## src/rtl/tw_pkg.sv

```systemverilog
package tw_pkg;

    localparam int VA_W    = 32;
    localparam int DESC_W  = 32;
    localparam int FLT_W   = 10;
    localparam int L1_LO   = 24;
    localparam int L2_LO   = 18;
    localparam int L3_LO   = 12;
    localparam int PTE_LO  = 8;
    localparam int PTR_LO  = 2;

    typedef enum logic [1:0] {
        LV_CTX = 2'd0,
        LV_1   = 2'd1,
        LV_2   = 2'd2,
        LV_3   = 2'd3
    } walk_lvl_e;

    typedef enum logic [1:0] {
        DT_INVALID = 2'd0,
        DT_TABLE   = 2'd1,
        DT_PAGE    = 2'd2,
        DT_RSVD    = 2'd3
    } desc_type_e;

    typedef enum logic [1:0] {
        PG_4K   = 2'd0,
        PG_256K = 2'd1,
        PG_16M  = 2'd2
    } page_size_e;

    typedef enum logic [1:0] {
        ST_DESCEND = 2'd0,
        ST_LEAF    = 2'd1,
        ST_FAULT   = 2'd2
    } step_e;

    typedef enum logic [2:0] {
        S_IDLE = 3'd0,
        S_CTX  = 3'd1,
        S_L1   = 3'd2,
        S_L2   = 3'd3,
        S_L3   = 3'd4,
        S_RESP = 3'd5
    } walk_state_e;

    localparam logic [1:0] ACC_FETCH  = 2'd2;
    localparam logic [2:0] FT_INVALID = 3'd1;
    localparam logic [2:0] FT_RSVD    = 3'd4;
    localparam logic [2:0] FT_BUS     = 3'd7;
    localparam logic [2:0] RT_ALL     = 3'b111;
    localparam logic [2:0] RT_RX      = 3'b101;

    function automatic logic [FLT_W-1:0] mk_fault(walk_lvl_e lvl, logic [2:0] kind);
        return {lvl, 3'b000, kind, 2'b00};
    endfunction

endpackage

```

## src/rtl/tw_desc_class.sv

```systemverilog
module tw_desc_class
    import tw_pkg::*;
(
    input  walk_lvl_e         lvl,
    input  logic [1:0]        dtype,
    output step_e             step,
    output logic [FLT_W-1:0]  fcode
);

    always_comb begin
        step  = ST_FAULT;
        fcode = '0;
        case (desc_type_e'(dtype))
            DT_INVALID: fcode = mk_fault(lvl, FT_INVALID);
            DT_RSVD:    fcode = mk_fault(lvl, FT_RSVD);
            DT_TABLE: begin
                if (lvl == LV_3) fcode = mk_fault(lvl, FT_RSVD);
                else             step  = ST_DESCEND;
            end
            DT_PAGE: begin
                if (lvl == LV_CTX) fcode = mk_fault(lvl, FT_RSVD);
                else               step  = ST_LEAF;
            end
            default:    fcode = mk_fault(lvl, FT_RSVD);
        endcase
    end

endmodule

```

## src/rtl/tw_next_addr.sv

```systemverilog
module tw_next_addr
    import tw_pkg::*;
#(
    parameter int PA_W  = 36,
    parameter int CTX_W = 8
) (
    input  walk_lvl_e                    lvl,
    input  logic [VA_W-1:L3_LO]          va_hi,
    input  logic [DESC_W-1:PTR_LO]       ptr,
    input  logic [31:0]                  ctp,
    input  logic [CTX_W-1:0]             ctx,
    output logic [PA_W-1:0]              root_addr,
    output logic [PA_W-1:0]              next_addr
);

    localparam int IDX_W = VA_W - L1_LO + 2;

    logic [PA_W-1:0]  tbl_base;
    logic [IDX_W-1:0] idx;

    assign root_addr = PA_W'({ctp, 4'b0000}) + PA_W'({ctx, 2'b00});
    assign tbl_base  = PA_W'({ptr, 6'b000000});

    always_comb begin
        case (lvl)
            LV_CTX:  idx = IDX_W'({va_hi[VA_W-1:L1_LO], 2'b00});
            LV_1:    idx = IDX_W'({va_hi[L1_LO-1:L2_LO], 2'b00});
            LV_2:    idx = IDX_W'({va_hi[L2_LO-1:L3_LO], 2'b00});
            default: idx = '0;
        endcase
        next_addr = tbl_base + PA_W'(idx);
    end

endmodule

```

## src/rtl/tw_leaf_map.sv

```systemverilog
module tw_leaf_map
    import tw_pkg::*;
#(
    parameter int PA_W = 36
) (
    input  walk_lvl_e              lvl,
    input  logic [L1_LO-1:0]       va_lo,
    input  logic [DESC_W-1:PTE_LO] pte_addr,
    output logic [PA_W-1:0]        pa,
    output page_size_e             size
);

    logic [PA_W-1:0]  frame;
    logic [L1_LO-1:0] offs;

    assign frame = PA_W'({pte_addr, 12'h000});

    always_comb begin
        case (lvl)
            LV_1: begin
                offs = va_lo;
                size = PG_16M;
            end
            LV_2: begin
                offs = L1_LO'(va_lo[L2_LO-1:0]);
                size = PG_256K;
            end
            default: begin
                offs = L1_LO'(va_lo[L3_LO-1:0]);
                size = PG_4K;
            end
        endcase
        pa = frame + PA_W'(offs);
    end

endmodule

```

## src/rtl/tw_walker.sv

```systemverilog
module tw_walker
    import tw_pkg::*;
#(
    parameter int              PA_W      = 36,
    parameter int              CTX_W     = 8,
    parameter int              ROM_SPAN  = 19,
    parameter logic [PA_W-1:0] PROM_BASE = 36'hF_F000_0000
) (
    input  logic                 clk,
    input  logic                 rst_n,
    input  logic                 cfg_enable,
    input  logic                 cfg_boot,
    input  logic [31:0]          cfg_ctp,
    input  logic [CTX_W-1:0]     cfg_ctx,
    input  logic                 req_valid,
    output logic                 req_ready,
    input  logic [VA_W-1:0]      req_va,
    input  logic [1:0]           req_kind,
    output logic                 rsp_valid,
    output logic [PA_W-1:0]      rsp_pa,
    output logic [1:0]           rsp_size,
    output logic [FLT_W-1:0]     rsp_fault,
    output logic [2:0]           rsp_rights,
    output logic [DESC_W-1:0]    rsp_pte,
    output logic                 mem_valid,
    input  logic                 mem_ready,
    output logic [PA_W-1:0]      mem_addr,
    input  logic [DESC_W-1:0]    mem_rdata,
    input  logic                 mem_err
);

    walk_state_e       state_q, state_d;
    walk_lvl_e         lvl;
    logic              walking;
    logic [VA_W-1:0]   va_q;
    logic [PA_W-1:0]   addr_q;
    logic [PA_W-1:0]   pa_q;
    page_size_e        size_q;
    logic [FLT_W-1:0]  fault_q;
    logic [2:0]        rights_q;
    logic [DESC_W-1:0] pte_q;

    step_e             step;
    logic [FLT_W-1:0]  fcode;
    logic [PA_W-1:0]   root_addr, next_addr, leaf_pa;
    page_size_e        leaf_size;
    logic [PA_W-1:0]   bypass_pa;

    tw_desc_class u_class (
        .lvl   (lvl),
        .dtype (mem_rdata[1:0]),
        .step  (step),
        .fcode (fcode)
    );

    tw_next_addr #(.PA_W(PA_W), .CTX_W(CTX_W)) u_next (
        .lvl       (lvl),
        .va_hi     (va_q[VA_W-1:L3_LO]),
        .ptr       (mem_rdata[DESC_W-1:PTR_LO]),
        .ctp       (cfg_ctp),
        .ctx       (cfg_ctx),
        .root_addr (root_addr),
        .next_addr (next_addr)
    );

    tw_leaf_map #(.PA_W(PA_W)) u_leaf (
        .lvl      (lvl),
        .va_lo    (va_q[L1_LO-1:0]),
        .pte_addr (mem_rdata[DESC_W-1:PTE_LO]),
        .pa       (leaf_pa),
        .size     (leaf_size)
    );

    // Untranslated address: boot ROM window for fetches, identity otherwise
    always_comb begin
        if (cfg_boot && (req_kind == ACC_FETCH))
            bypass_pa = PROM_BASE | PA_W'(req_va[ROM_SPAN-1:0]);
        else
            bypass_pa = PA_W'(req_va);
    end

    always_comb begin
        unique case (state_q)
            S_L1:    lvl = LV_1;
            S_L2:    lvl = LV_2;
            S_L3:    lvl = LV_3;
            default: lvl = LV_CTX;
        endcase
    end

    assign walking = (state_q == S_CTX) || (state_q == S_L1) ||
                     (state_q == S_L2)  || (state_q == S_L3);

    // Next-state logic
    always_comb begin
        state_d = state_q;
        unique case (state_q)
            S_IDLE: begin
                if (req_valid) state_d = cfg_enable ? S_CTX : S_RESP;
            end
            S_CTX, S_L1, S_L2, S_L3: begin
                if (mem_ready) begin
                    if (mem_err || (step != ST_DESCEND)) begin
                        state_d = S_RESP;
                    end else begin
                        unique case (state_q)
                            S_CTX:   state_d = S_L1;
                            S_L1:    state_d = S_L2;
                            S_L2:    state_d = S_L3;
                            default: state_d = S_RESP;
                        endcase
                    end
                end
            end
            S_RESP:  state_d = S_IDLE;
            default: state_d = S_IDLE;
        endcase
    end

    // State register
    always_ff @(posedge clk or negedge rst_n) begin
        if (!rst_n) state_q <= S_IDLE;
        else        state_q <= state_d;
    end

    // Handshake outputs
    always_comb begin
        req_ready = (state_q == S_IDLE);
        rsp_valid = (state_q == S_RESP);
        mem_valid = walking;
    end

    assign mem_addr   = addr_q;
    assign rsp_pa     = pa_q;
    assign rsp_size   = size_q;
    assign rsp_fault  = fault_q;
    assign rsp_rights = rights_q;
    assign rsp_pte    = pte_q;

    // Walk datapath and result registers
    always_ff @(posedge clk or negedge rst_n) begin
        if (!rst_n) begin
            va_q     <= '0;
            addr_q   <= '0;
            pa_q     <= '0;
            size_q   <= PG_4K;
            fault_q  <= '0;
            rights_q <= '0;
            pte_q    <= '0;
        end else if ((state_q == S_IDLE) && req_valid) begin
            va_q     <= req_va;
            addr_q   <= root_addr;
            size_q   <= PG_4K;
            fault_q  <= '0;
            pte_q    <= '0;
            if (cfg_enable) begin
                pa_q     <= '0;
                rights_q <= '0;
            end else begin
                pa_q     <= bypass_pa;
                rights_q <= (cfg_boot && (req_kind == ACC_FETCH)) ? RT_RX : RT_ALL;
            end
        end else if (walking && mem_ready) begin
            if (mem_err) begin
                fault_q <= mk_fault(lvl, FT_BUS);
            end else begin
                unique case (step)
                    ST_DESCEND: addr_q <= next_addr;
                    ST_LEAF: begin
                        pa_q   <= leaf_pa;
                        size_q <= leaf_size;
                        pte_q  <= mem_rdata;
                    end
                    default: fault_q <= fcode;
                endcase
            end
        end
    end

endmodule

```

## config.mk

```make
export PLATFORM = sky130hd
export DESIGN_NAME = tw_walker
export DESIGN_NICKNAME = d
export VERILOG_FILES = /design/src/rtl/tw_pkg.sv /design/src/rtl/tw_desc_class.sv /design/src/rtl/tw_next_addr.sv /design/src/rtl/tw_leaf_map.sv /design/src/rtl/tw_walker.sv
export SDC_FILE = /design/constraint.sdc
export NUM_CORES = 1
export LEC_CHECK = 0
export ABC_AREA = 1
export BUFFER_PORTS_ARGS = -buffer_cell sky130_fd_sc_hd__buf_4
export CORE_MARGIN = 5
export CORE_UTILIZATION = 45
export CTS_CLUSTER_DIAMETER = 200
export DETAILED_ROUTE_END_ITERATION = 10
export GPL_ROUTABILITY_DRIVEN = 0
export GPL_TIMING_DRIVEN = 1
export PLACE_DENSITY = 0.72
export SLEW_MARGIN = 20
export SYNTH_ARGS = -nofsm -noshare
export SYNTH_HDL_FRONTEND = slang
export SYNTH_SLANG_ARGS = --single-unit
export TNS_END_PERCENT = 1
```

## constraint.sdc

```tcl
create_clock -name clk -period 9.61 [get_ports clk]
set_input_delay 1.922 -clock clk [delete_from_list [all_inputs] [get_ports clk]]
set_output_delay 1.922 -clock clk [all_outputs]
set_load 0.05 [all_outputs]
```

==> impl_metrics.csv <==
group,metric,value,unit
global_routing,grt_pass1_vias,9831,
routing,dr.pass1.iters,7,
clocking,cts_buffers,17,
clocking,path_clk_slew,60,ps
setup_path,critPathArrivalTime,5240,ps
finish,final_common_cell,"nand2_1",
routing,drc,0,
sta,tns,0,ps
sta,slew_headroom,33.0,%
synth,synth_area,9740,um2
sta,skew,17.5,ps
power_and_ir_drop,powerDensity,328,nW/um2
floorplan,die_h,157,um
floorplan,fp.dieW,157,um
finish,finalNonFillerCells,1945,
sta,period_minus_slack,4930,ps
routing,vias,10403,
synth,synth_edf_count,0,
synth,yosysWarnings,0,
finish,fin_nets,1804,
clocking,clock_sinks,146,
sta,setup_viol,0,
sta,slew_violations,0,
routing,detail-route-antenna-nets,0,
clocking,clkLatencyLatePin,430,ps
power_and_ir_drop,ir_drop,207,uV
routing,wl_per_cell,17.2,um
global_routing,grtUsageTotal,26.9,%
flow_run,maxCapViolCount,0,
power_and_ir_drop,p_int,0.00192,W
global_routing,grt_max_degree,75,
synth,synth_area_per_cell,6.72,um2
floorplan,core_area,21200,um2
sta,fin_crit_sh,51.3,%
finish,syn_to_final_growth,24.3,%
clocking,tritoncts,"yes",
global_routing,gr-total-overflow,0,
setup_path,endpoint_kind,"flop",
synth,syn_inst,1449,
synth,yosysSeqAreaShare,37.5,%
floorplan,die_area,24700,um2
floorplan,io_pins,235,
run_status,status,"finished clean",
placement,hpwl,26300,um
sta,fmax,203,MHz
synth,yosysUniqueCellTypes,43,
clocking,cts_buffer_depth,2,
synth,synth_flop_cell,"dfrtp_1",
synth,yosys_register_bits,146,
sta,rsz0062_at_grt,"false",
power_and_ir_drop,power.leakage,6.51,nW
power_and_ir_drop,power_frac_clock,16.7,%
finish,drive_above_1_share,17.2,%
setup_path,worstSetupStartpointType,"primary input",
power_and_ir_drop,p_sw,0.00206,W
clocking,h-tree-depth,4,
finish,n_antenna_cell,0,
synth,synth.top_cell.area_share,37.5,%
routing,vias_per_cell,5.35,
floorplan,start_util,46.0,%
sta,tightest_slew,1000,ps
power_and_ir_drop,p_seq_share,26.4,%
synth,synthTopCellsByArea,"dfrtp_1 (38%), nand2_1 (21%), nor2_1 (6.6%), nand3_1 (5.8%), inv_1 (5.6%)",
clocking,cts-resized-gates,0,
setup_path,critical_path_class,"in -> reg",
min_path,hold_path_class,"reg -> reg",
routing,totalWireLength,33500,um
clocking,clk_root_buffer_cell,"clkbuf_16",
global_routing,grt_pass1_wl,52100,um
power_and_ir_drop,p_comb_share,56.9,%
setup_path,crit_fanout,74,
finish,fin_util,57.2,%
power_and_ir_drop,total_power,0.00398,W
sta,hold_ws,467,ps
power_and_ir_drop,swShare,51.8,%
clocking,postCtsSetupBuffers,0,
synth,async_flop_share,100,%
setup_path,cp.required,9920,ps
floorplan,row_count,53,
routing,first_iter_violations,968,
clocking,holdBufCountCts,0,
finish,layout_common_cells,"nand2_1 (538), buf_4 (229), nor2_1 (171), dfrtp_1 (146), inv_1 (145)",
placement,portBuffers,227,
sta,hold_viol_final,0,
global_routing,antenna_found_initial,1,
placement,post-place-cells,1914,
synth,yosysTopAreaCell,"dfrtp_1",
==> metrics by stage <==
| step | setup slack, ps | cell area, um2 |
|---|---|---|
| floorplan | 6020 | 9760 |
| global placement | 4390 | 11500 |
| detailed placement | 4290 | 11500 |
| CTS | 4730 | 12100 |
| global route | 4400 | 12100 |
| finish | 4680 | 12100 |
==> layer usage <==
layer	wire length [um]	track usage [%]	vias to the layer above
li1	-	-	5027
met1	13800	36.1	4788
met2	15200	43.2	503
met3	3120	5.20	83
met4	1320	10.6	2
met5	13	0	-
==> worst paths after layout <==
path	start	to	slack, ps	depth (start not counted)
setup reg to reg	state_q[1]	rsp_pa[35]	5520	12
max in group asynchronous	rst_n	rsp_pa[24]	6680	2
min in group asynchronous	rst_n	mem_addr[4]	1510	1
setup / recovery	req_valid	rsp_pa[35]	4680	12
hold / removal	va_q[6]	va_q[6]	470	2
hold reg to reg	va_q[6]	va_q[6]	470	2
==> state kept, by name, summed over array words and instances (netlist names) <==
name	cells
mem_addr	34
rsp_fault	5
rsp_pa	36
rsp_pte	32
rsp_rights	2
rsp_size	2
state_q	3
va_q	32
==> synth_stat cells, types with 3 or more instances <==
| cell type | n |
|---|---|
| nand2_1 | 538 |
| nand3_1 | 112 |
| buf_2 | 16 |
| ha_1 | 30 |
| or2_2 | 6 |
| fa_1 | 3 |
| nand3b_1 | 10 |
| o31ai_1 | 3 |
| nor2_1 | 171 |
| xnor2_1 | 3 |
| a22o_1 | 8 |
| nand2_2 | 4 |
| inv_1 | 145 |
| or2_1 | 3 |
| xor2_1 | 7 |
| a31oi_1 | 18 |
| o22ai_1 | 3 |
| nor3_1 | 14 |
| buf_6 | 9 |
| o21ai_1 | 19 |
| o211ai_1 | 7 |
| nand2_4 | 3 |
| inv_2 | 5 |
| o21ai_0 | 52 |
| nand4_1 | 13 |
| buf_4 | 20 |
| a21oi_1 | 57 |
| nor2_4 | 5 |
| dfrtp_1 | 146 |
==> worst max-delay path, cell delays in order <==
cell	delay (ps)
buf_4	80
inv_1	50
nor2_4	90
buf_4	650
inv_4	470
buf_4	420
nand2_2	780
nand2_1	250
inv_1	200
nand2_1	80
nor2_1	90
nor2_1	40
==> power by group through the flow <==
| stage | clock [W] | combinational (W) | sequential (W) |
|---|---|---|---|
| after CTS | 0.000673 | 0.00226 | 0.00105 |
| after floorplan | 0 | 0.000958 | 0.00166 |
| after global placement | 0 | 0.00221 | 0.00106 |
| final | 0.000664 | 0.00226 | 0.00105 |
| after global routing | 0.000701 | 0.00245 | 0.00107 |
| after detailed placement | 0 | 0.00225 | 0.00105 |
==> cell families after synthesis <==
| family | share of synthesized area (%) |
|---|---|
| adders and majority gates | 4.47 |
| xor gates and xnor gates | 0.899 |
| buffers and inverters | 9.39 |
| AOI/OAI and AO/OA | 10.2 |
| and+or+nand+nor | 37.5 |
| other | 0.0385 |
| DFF | 37.5 |
==> area by class of cell <==
type | count | area [um2]
Inverter | 152 | 576
Clock inverter | 13 | 154
Sequential cell | 146 | 3650
Tap cell | 275 | 344
Timing Repair Buffer | 231 | 1760
Fill cell | 2017 | 9050
Multi-Input combinational cell | 1110 | 5190
Clock buffer | 18 | 429
Note: power is estimated with default switching activity, not from simulation.
